==> config.mk <==
export PLATFORM = sky130hd
export DESIGN_NAME = prio_irq_ctrl
export DESIGN_NICKNAME = d
export VERILOG_FILES = /design/src/rtl/irq_pkg.sv /design/src/rtl/irq_pin_edge.sv /design/src/rtl/irq_src_slot.sv /design/src/rtl/irq_arbiter.sv /design/src/rtl/prio_irq_ctrl.sv
export SDC_FILE = /design/constraint.sdc
export NUM_CORES = 1
export LEC_CHECK = 0
export BUFFER_PORTS_ARGS = -buffer_cell sky130_fd_sc_hd__buf_2
export CORE_MARGIN = 4
export CORE_UTILIZATION = 40
export DETAILED_ROUTE_END_ITERATION = 7
export PLACE_DENSITY = 0.55
export SKIP_CTS_REPAIR_TIMING = 1
export SKIP_LAST_GASP = 1
export SLEW_MARGIN = 10
export SYNTH_ARGS = -nofsm -noshare
export SYNTH_HDL_FRONTEND = slang
export SYNTH_SLANG_ARGS = --single-unit
==> constraint.sdc <==
create_clock -name clk -period 27.5 [get_ports clk]
set_input_delay 5.5 -clock clk [delete_from_list [all_inputs] [get_ports clk]]
set_output_delay 5.5 -clock clk [all_outputs]
set_load 0.005 [all_outputs]
==> src/rtl/irq_pkg.sv <==
package irq_pkg;
    localparam int LVL_W  = 3;
    localparam int CTL_W  = 8;
    localparam int B_PEND = 3;
    localparam int B_POL  = 4;

    typedef logic [LVL_W-1:0] lvl_t;
endpackage

==> src/rtl/irq_pin_edge.sv <==
module irq_pin_edge (
    input  logic clk,
    input  logic rst_n,
    input  logic pin,
    input  logic rise_sel,
    output logic edge_o
);
    typedef struct packed {
        logic meta;
        logic sync;
        logic prev;
    } sync_t;

    sync_t st_d, st_q;

    always_comb begin
        st_d      = st_q;
        st_d.meta = pin;
        st_d.sync = st_q.meta;
        st_d.prev = st_q.sync;
    end

    always_ff @(posedge clk or negedge rst_n) begin
        if (!rst_n) st_q <= '0;
        else        st_q <= st_d;
    end

    assign edge_o = rise_sel ? (st_q.sync & ~st_q.prev)
                             : (~st_q.sync & st_q.prev);
endmodule

==> src/rtl/irq_src_slot.sv <==
module irq_src_slot
    import irq_pkg::*;
#(
    parameter bit HAS_PIN = 1'b0
) (
    input  logic             clk,
    input  logic             rst_n,
    input  logic             wr_en,
    input  logic [4:0]       wdata,
    input  logic             hw_set,
    input  logic             ack_clr,
    output lvl_t             lvl_o,
    output logic             pend_o,
    output logic             pol_o,
    output logic [CTL_W-1:0] ctl_o
);
    typedef struct packed {
        lvl_t lvl;
        logic pend;
        logic pol;
    } slot_t;

    slot_t st_d, st_q;

    always_comb begin
        st_d = st_q;
        if (wr_en) begin
            st_d.lvl = wdata[LVL_W-1:0];
            if (HAS_PIN) st_d.pol = wdata[B_POL];
            if (!wdata[B_PEND]) st_d.pend = 1'b0;
        end
        if (ack_clr) st_d.pend = 1'b0;
        if (hw_set)  st_d.pend = 1'b1;
        if (!HAS_PIN) st_d.pol = 1'b0;
    end

    always_ff @(posedge clk or negedge rst_n) begin
        if (!rst_n) st_q <= '0;
        else        st_q <= st_d;
    end

    always_comb begin
        ctl_o               = '0;
        ctl_o[LVL_W-1:0]    = st_q.lvl;
        ctl_o[B_PEND]       = st_q.pend;
        if (HAS_PIN) ctl_o[B_POL] = st_q.pol;
    end

    assign lvl_o  = st_q.lvl;
    assign pend_o = st_q.pend;
    assign pol_o  = st_q.pol;
endmodule

==> src/rtl/irq_arbiter.sv <==
module irq_arbiter
    import irq_pkg::*;
#(
    parameter int NUM_SRC = 8,
    parameter int IDX_W   = $clog2(NUM_SRC)
) (
    input  logic [NUM_SRC-1:0]            pend,
    input  logic [NUM_SRC-1:0][LVL_W-1:0] lvl,
    input  logic                          ie,
    input  lvl_t                          ipl,
    output logic                          hit,
    output logic [IDX_W-1:0]              idx,
    output lvl_t                          win_lvl
);
    always_comb begin
        hit     = 1'b0;
        idx     = '0;
        win_lvl = '0;
        for (int i = 0; i < NUM_SRC; i++) begin
            if (ie && pend[i] && (lvl[i] > ipl) && (lvl[i] > win_lvl)) begin
                hit     = 1'b1;
                idx     = IDX_W'(i);
                win_lvl = lvl[i];
            end
        end
    end
endmodule

==> src/rtl/prio_irq_ctrl.sv <==
module prio_irq_ctrl
    import irq_pkg::*;
#(
    parameter  int NUM_SRC = 8,
    parameter  int NUM_PIN = 4,
    localparam int IDX_W   = $clog2(NUM_SRC),
    localparam int NUM_PER = NUM_SRC - NUM_PIN
) (
    input  logic               clk,
    input  logic               rst_n,
    input  logic               reg_wr,
    input  logic [IDX_W-1:0]   reg_addr,
    input  logic [CTL_W-1:0]   reg_wdata,
    output logic [CTL_W-1:0]   reg_rdata,
    input  logic [NUM_PIN-1:0] pin_in,
    input  logic [NUM_PER-1:0] periph_evt,
    input  logic               cpu_ie,
    input  logic [LVL_W-1:0]   cpu_ipl,
    input  logic               ack,
    input  logic [IDX_W-1:0]   ack_src,
    output logic               irq_req,
    output logic [IDX_W-1:0]   irq_src,
    output logic [LVL_W-1:0]   irq_lvl
);
    typedef struct packed {
        logic             req;
        logic [IDX_W-1:0] src;
        lvl_t             lvl;
    } offer_t;

    logic [NUM_SRC-1:0]            pend;
    logic [NUM_SRC-1:0]            pol;
    logic [NUM_SRC-1:0]            set_hw;
    logic [NUM_SRC-1:0][LVL_W-1:0] lvl;
    logic [NUM_SRC-1:0][CTL_W-1:0] ctl;

    for (genvar i = 0; i < NUM_SRC; i++) begin : g_src
        logic wr_hit, ack_hit;
        assign wr_hit  = reg_wr && (reg_addr == IDX_W'(i));
        assign ack_hit = ack && (ack_src == IDX_W'(i));

        if (i < NUM_PIN) begin : g_pin
            irq_pin_edge u_edge (
                .clk      (clk),
                .rst_n    (rst_n),
                .pin      (pin_in[i]),
                .rise_sel (pol[i]),
                .edge_o   (set_hw[i])
            );
        end else begin : g_per
            assign set_hw[i] = periph_evt[i-NUM_PIN];
        end

        irq_src_slot #(.HAS_PIN(i < NUM_PIN)) u_slot (
            .clk     (clk),
            .rst_n   (rst_n),
            .wr_en   (wr_hit),
            .wdata   (reg_wdata[4:0]),
            .hw_set  (set_hw[i]),
            .ack_clr (ack_hit),
            .lvl_o   (lvl[i]),
            .pend_o  (pend[i]),
            .pol_o   (pol[i]),
            .ctl_o   (ctl[i])
        );
    end

    always_comb begin
        reg_rdata = '0;
        for (int i = 0; i < NUM_SRC; i++) begin
            if (reg_addr == IDX_W'(i)) reg_rdata = ctl[i];
        end
    end

    logic             arb_hit;
    logic [IDX_W-1:0] arb_idx;
    lvl_t             arb_lvl;

    irq_arbiter #(.NUM_SRC(NUM_SRC), .IDX_W(IDX_W)) u_arb (
        .pend    (pend),
        .lvl     (lvl),
        .ie      (cpu_ie),
        .ipl     (cpu_ipl),
        .hit     (arb_hit),
        .idx     (arb_idx),
        .win_lvl (arb_lvl)
    );

    offer_t off_d, off_q;

    always_comb begin
        off_d = '0;
        if (!ack && arb_hit) begin
            off_d.req = 1'b1;
            off_d.src = arb_idx;
            off_d.lvl = arb_lvl;
        end
    end

    always_ff @(posedge clk or negedge rst_n) begin
        if (!rst_n) off_q <= '0;
        else        off_q <= off_d;
    end

    assign irq_req = off_q.req;
    assign irq_src = off_q.src;
    assign irq_lvl = off_q.lvl;
endmodule

; Word-level counts from Yosys, hierarchy flattened
; Cells that the tools add are included.
[op_classes]
magnitude_cmp = 16
eq_ne = 22
n_mux = 61
bitwise_logic = 16
reduce_logical = 60
[ops]
columns = op, n
row1 = $gt 3x3->1, 15
row2 = $logic_and 1x1->1, 41
row3 = $mux 8, 5
row4 = $mux 3, 12
row5 = $mux 1, 34
row6 = $eq 3x3->1 const B, 8
row7 = $ne 3x1->1 const B, 8
row8 = $reduce_bool 3->1, 8
row9 = $reduce_and 2->1, 8
row10 = $mux 5, 3
row11 = $eq 3x2->1 const B, 4
row12 = $mux 2, 6
row13 = $and 1x1->1, 8
row14 = $not 1->1, 8
row15 = $mux 7, 1
row16 = $eq 3x1->1 const B, 2
row17 = $logic_not 3->1, 2
row18 = $gt 3x1->1 const B, 1
row19 = $logic_not 1->1, 1
[totals]
ff_bits = 55
in_bits = 30
output_inout_bits = 15

; Logic depth before layout (Yosys ltp)
[depth]
word_depth = 27
depth_mapped = 55
depth_no_buf = 54

; Hierarchy
; Synthesis repeated with hierarchy kept, for this count alone.
[hier_totals]
hier_cells = 503
area_unflattened_um2 = 4745.8
[by_module_without_submodules]
columns = mod, instances, cells_each, area_per_inst_um2, seq_area_each_um2
row1 = irq_arbiter, 1, 198, 1524.0, 0.0
row2 = irq_src_slot (g_src[0].u_slot ...), 4, 21, 252.7, 125.1
row3 = prio_irq_ctrl, 1, 117, 924.6, 175.2
row4 = irq_src_slot (g_src[4].u_slot ...), 4, 20, 224.0, 100.1
row5 = irq_pin_edge, 4, 6, 97.6, 75.1

; Worst setup path after synthesis
; Ideal clock, no wire load.
[synth_timing]
path_type = input to register
from = input port cpu_ipl[2]
to = register off_q, in the netlist irq_lvl[0]
setup_ps = 99
arrival_time_ps = 14432
required_time_ps = 27401
slack_ps = 12968
path_stages = 53
n_path_buf = 1
cell_sequence = inv_1 ha_1 o211ai_2 a31oi_4 and3_2 ha_1 nand3_1 and4_4 and2_4 buf_6 mux2_2 ha_1 a31oi_1 nand4_2 mux2_2 ha_1 nand3_1 o21ai_0 (+17 left out) nand2_1 o21ai_0 ha_1 nand3_1 nand4_1 a21oi_1 o21ai_1 o311a_1 a31oi_1 nand2_1 ha_1 nand3_1 nand4_1 a21oi_1 o21ai_1 and2_1 a41o_1 a311oi_1
[synth_rtl]
columns = item, line_no
row1 = from (decl), prio_irq_ctrl.sv:18  ; input logic [LVL_W-1:0] cpu_ipl,
row2 = to (signal assigned), prio_irq_ctrl.sv:101  ; if (!rst_n) off_q <= '0;
row3 = to (signal assigned), prio_irq_ctrl.sv:102  ; else off_q <= off_d;
row4 = to (decl), prio_irq_ctrl.sv:89  ; offer_t off_d, off_q;

==> results by group <==
Setup path
  • Crit Path Class: in -> reg
  • Slowest cell delay on critical path: 0.55 ns
  • Critical Path Source Type: input pin
  • Crit end category: flip-flop
  • CP Buf/Inv Count: 4
  • Crit path max-delay cell type: or3b_2
  • Worst EP arrival: 15.82 ns
  • Crit-path most repeated cell: ha_1
  • Critical Path RT: 27.72 ns
  • CP top delay family: compound AO/OA/AOI/OAI gates
  • CP Max Fanout: 8

Timing
  • Slew headroom: 0.3924
  • Worst Skew: 0.01218 ns
  • Final setup violation count: 0
  • Hold_ws: 0.3573 ns
  • Fin. Hold Viols: 0
  • Max Clk Rate: 64.11 MHz
  • Max-slew violations: 0
  • Minimum clock period: 15.60 ns
  • Final cycle utilization of the critical path: 0.5672
  • RSZ-0062 raised after global routing: false
  • Worst Tran Pin Value: 0.9095 ns
  • Final TNS setup: 0 ns

Final layout
  • Area grow syn2layout: 10.61%
  • Commonest non-fill, non-tap cell in the layout: dfrtp_1
  • Finished Layout Cells: 524
  • Number of diodes: 0
  • Final Cell Area: 0.004188 mm^2
  • Layout cells sized above 1: 0.2658
  • Final nets: 464
  • Most frequent cells in the layout: 55 x dfrtp_1, 40 x ha_1, 38 x buf_2

Pwr
  • PD cells: 69.12 mW/mm^2
  • Leakage power: 0.001880 uW
  • Max VDD drop: 0.00003293 V

CTS
  • Root buf cell: clkbuf_8
  • Skew-Pair Late Insertion Delay: 0.31 ns
  • Total CTS buffers: 5
  • Clk buf depth: 2
  • Clk sinks: 55
  • CTS tree: built
  • Htree depth: 2
  • Worst-path clk slew: 0.10 ns

Floorplanning
  • Die H: 105.3 um
  • Die X: 105.3 um
  • Starting Density: 0.4097
  • # IOs: 45
  • Core footprint: 0.009240 mm^2
  • Row count: 35
  • Die ar.: 0.01109 mm^2

Synth
  • Largest area contributor in the netlist: dfrtp_1
  • Post-synthesis sequential area ratio: 0.3635
  • Yosys cell types: 60
  • FFs w/ async S/R, synth: 1.000
  • Cells after Synth: 359
  • Ranking of synthesized cells by area: dfrtp_1 36%, ha_1 13%, mux2_2 9.2%, mux4_2 5.4%, inv_1 2.7%
  • Synth Area per Inst: 10.55 um^2
  • Cell Area, Synth: 0.003786 mm^2
  • Synth top area share: 0.3635
  • Post-synth EDFFs: 0
  • Top_reg_cell synth: dfrtp_1
  • Yosys warns: 0
  • Register bit total from synthesis: 55

Placed design
  • Area after detailed placement: 0.004070 mm^2
  • Gp weighted congestion: 0.8569
  • Post-DP HPWL: 7091 um
  • IO buf count: 38
  • Placed cells: 516

Routing
  • DR DRC count: 0
  • Initial DRC Count: 153
  • Routed wire length per instance: 17.50 um
  • Post-DR vias/cell: 5.540
  • Routed Antenna Nets: 0
  • TritonRoute pass-1 iters: 4
  • Via count: 2903
  • DRT Wirelength: 9172 um

GRT
  • Total congestion overflow: 0
  • Vias in the first global route: 3070
  • Largest net degree at the start of global routing: 56
  • Global-route wire length before repair: 15620 um
  • Antenna violations before repair: 0
  • All-Layer GR Usage: 0.1761

Min path
  • Hold Path Class: reg -> reg

Run
  • Max cap viols: 0

Outcome
  • Status: finished clean
==> routing by layer <==
layer / vias to the layer above / GRT usage / part of all wire
li1: 1411 / - / -
met1: 1409 / 0.2392 / 0.46
met2: 71 / 0.2951 / 0.47
met3: 12 / 0.02327 / 0.050
met4: 0 / 0.04873 / 0.016
met5: - / 0 / 0
==> worst reg2reg max path, delay by kind of cell, from the launching register on <==
family          cells  cell delay, ns
fa+ha+maj           8            2.37
simple gates       17            2.58
buf+inv             2            0.13
compound gates     20            3.81
mux                 3            1.04
flops               1            0.45
==> state kept, by name (all words and copies together) (netlist names) <==
signal	flops
g_src.g_pin.u_edge.st_d	8
g_src.g_pin.u_edge.st_q	4
g_src.u_slot.lvl_o	24
g_src.u_slot.pend_o	8
g_src.u_slot.pol_o	4
irq_lvl	3
irq_req	1
irq_src	3
==> power breakdown <==
part	total [uW]	switching (uW)	internal, uW
logic	123	65.1	57.9
clock network	55.6	26.1	29.5
registers	111	15.1	95.8
total	289	106	183
==> stage by stage <==
stage | setup WS (ns) | utilization | power (uW)
after floorplan | 12.97 | - | 200.2
after global placement | 11.71 | 0.4405 | 231.1
after detailed placement | 11.59 | 0.4405 | 235.6
after CTS | 11.88 | 0.4532 | 292.4
after global routing | 10.94 | 0.4532 | 316.0
final | 11.90 | 0.4532 | 289.5
==> kinds of logic (layout without fill, tap and decap cells) <==
kind of cell             Yosys count  in the layout  synth area share
flip-flops                        55             55            0.3635
multiplexers                      42             42            0.1510
other                              1              3         0.0009905
AND/OR/NAND/NOR                  106            106            0.1606
AO/OA/AOI/OAI                     75             75            0.1431
adder cells (fa/ha/maj)           40             40            0.1322
buffers and inverters             40             74           0.04858
==> path summary, 6_finish.rpt <==
kind / cells past startpoint / slack (ns) / from / endpoint
max in group asynchronous: 2 / 21.70 / rst_n / g_src[1].u_slot.lvl_o[0]
min in group asynchronous: 2 / 5.29 / rst_n / irq_src[1]
worst min register to register: 0 / 0.36 / g_src[3].g_pin.u_edge.st_d[1] / g_src[3].g_pin.u_edge.st_d[0]
worst min-delay path: 0 / 0.36 / g_src[3].g_pin.u_edge.st_d[1] / g_src[3].g_pin.u_edge.st_d[0]
worst max register to register: 50 / 17.02 / g_src[0].u_slot.lvl_o[2] / irq_lvl[0]
worst max-delay path: 52 / 11.90 / cpu_ipl[2] / irq_lvl[0]
==> layout make-up <==
cell class / instances / area [um^2]
inverters: 27 / 101.3
multi-input cells: 266 / 2233
fillers: 866 / 5052
flip-flops and latches: 55 / 1376
clock inverters: 2 / 35.03
repair buffers: 39 / 197.7
clock buffers: 6 / 82.58
well taps: 129 / 161.4
==> synth_stat cells, types with 2 or more instances <==
| cell | count |
|---|---|
| buf_4 | 3 |
| nand2b_1 | 8 |
| o311ai_0 | 2 |
| nor2_1 | 13 |
| a31oi_1 | 6 |
| mux2i_1 | 2 |
| o21ai_1 | 2 |
| nand2_1 | 20 |
| nor3b_1 | 2 |
| dfrtp_1 | 55 |
| nand3_1 | 19 |
| a21oi_1 | 13 |
| mux4_2 | 9 |
| nor2b_1 | 8 |
| mux2_2 | 31 |
| inv_1 | 27 |
| nand3b_1 | 7 |
| a21o_1 | 4 |
| nor3_1 | 4 |
| o221ai_1 | 7 |
| nand4b_1 | 2 |
| o31ai_1 | 2 |
| buf_6 | 3 |
| nand4_1 | 4 |
| clkbuf_1 | 7 |
| and2_1 | 4 |
| o21ai_0 | 16 |
| or3b_2 | 5 |
| ha_1 | 40 |
| a21boi_0 | 2 |
| a311oi_1 | 3 |
Note: power is estimated with default switching activity, not from simulation.
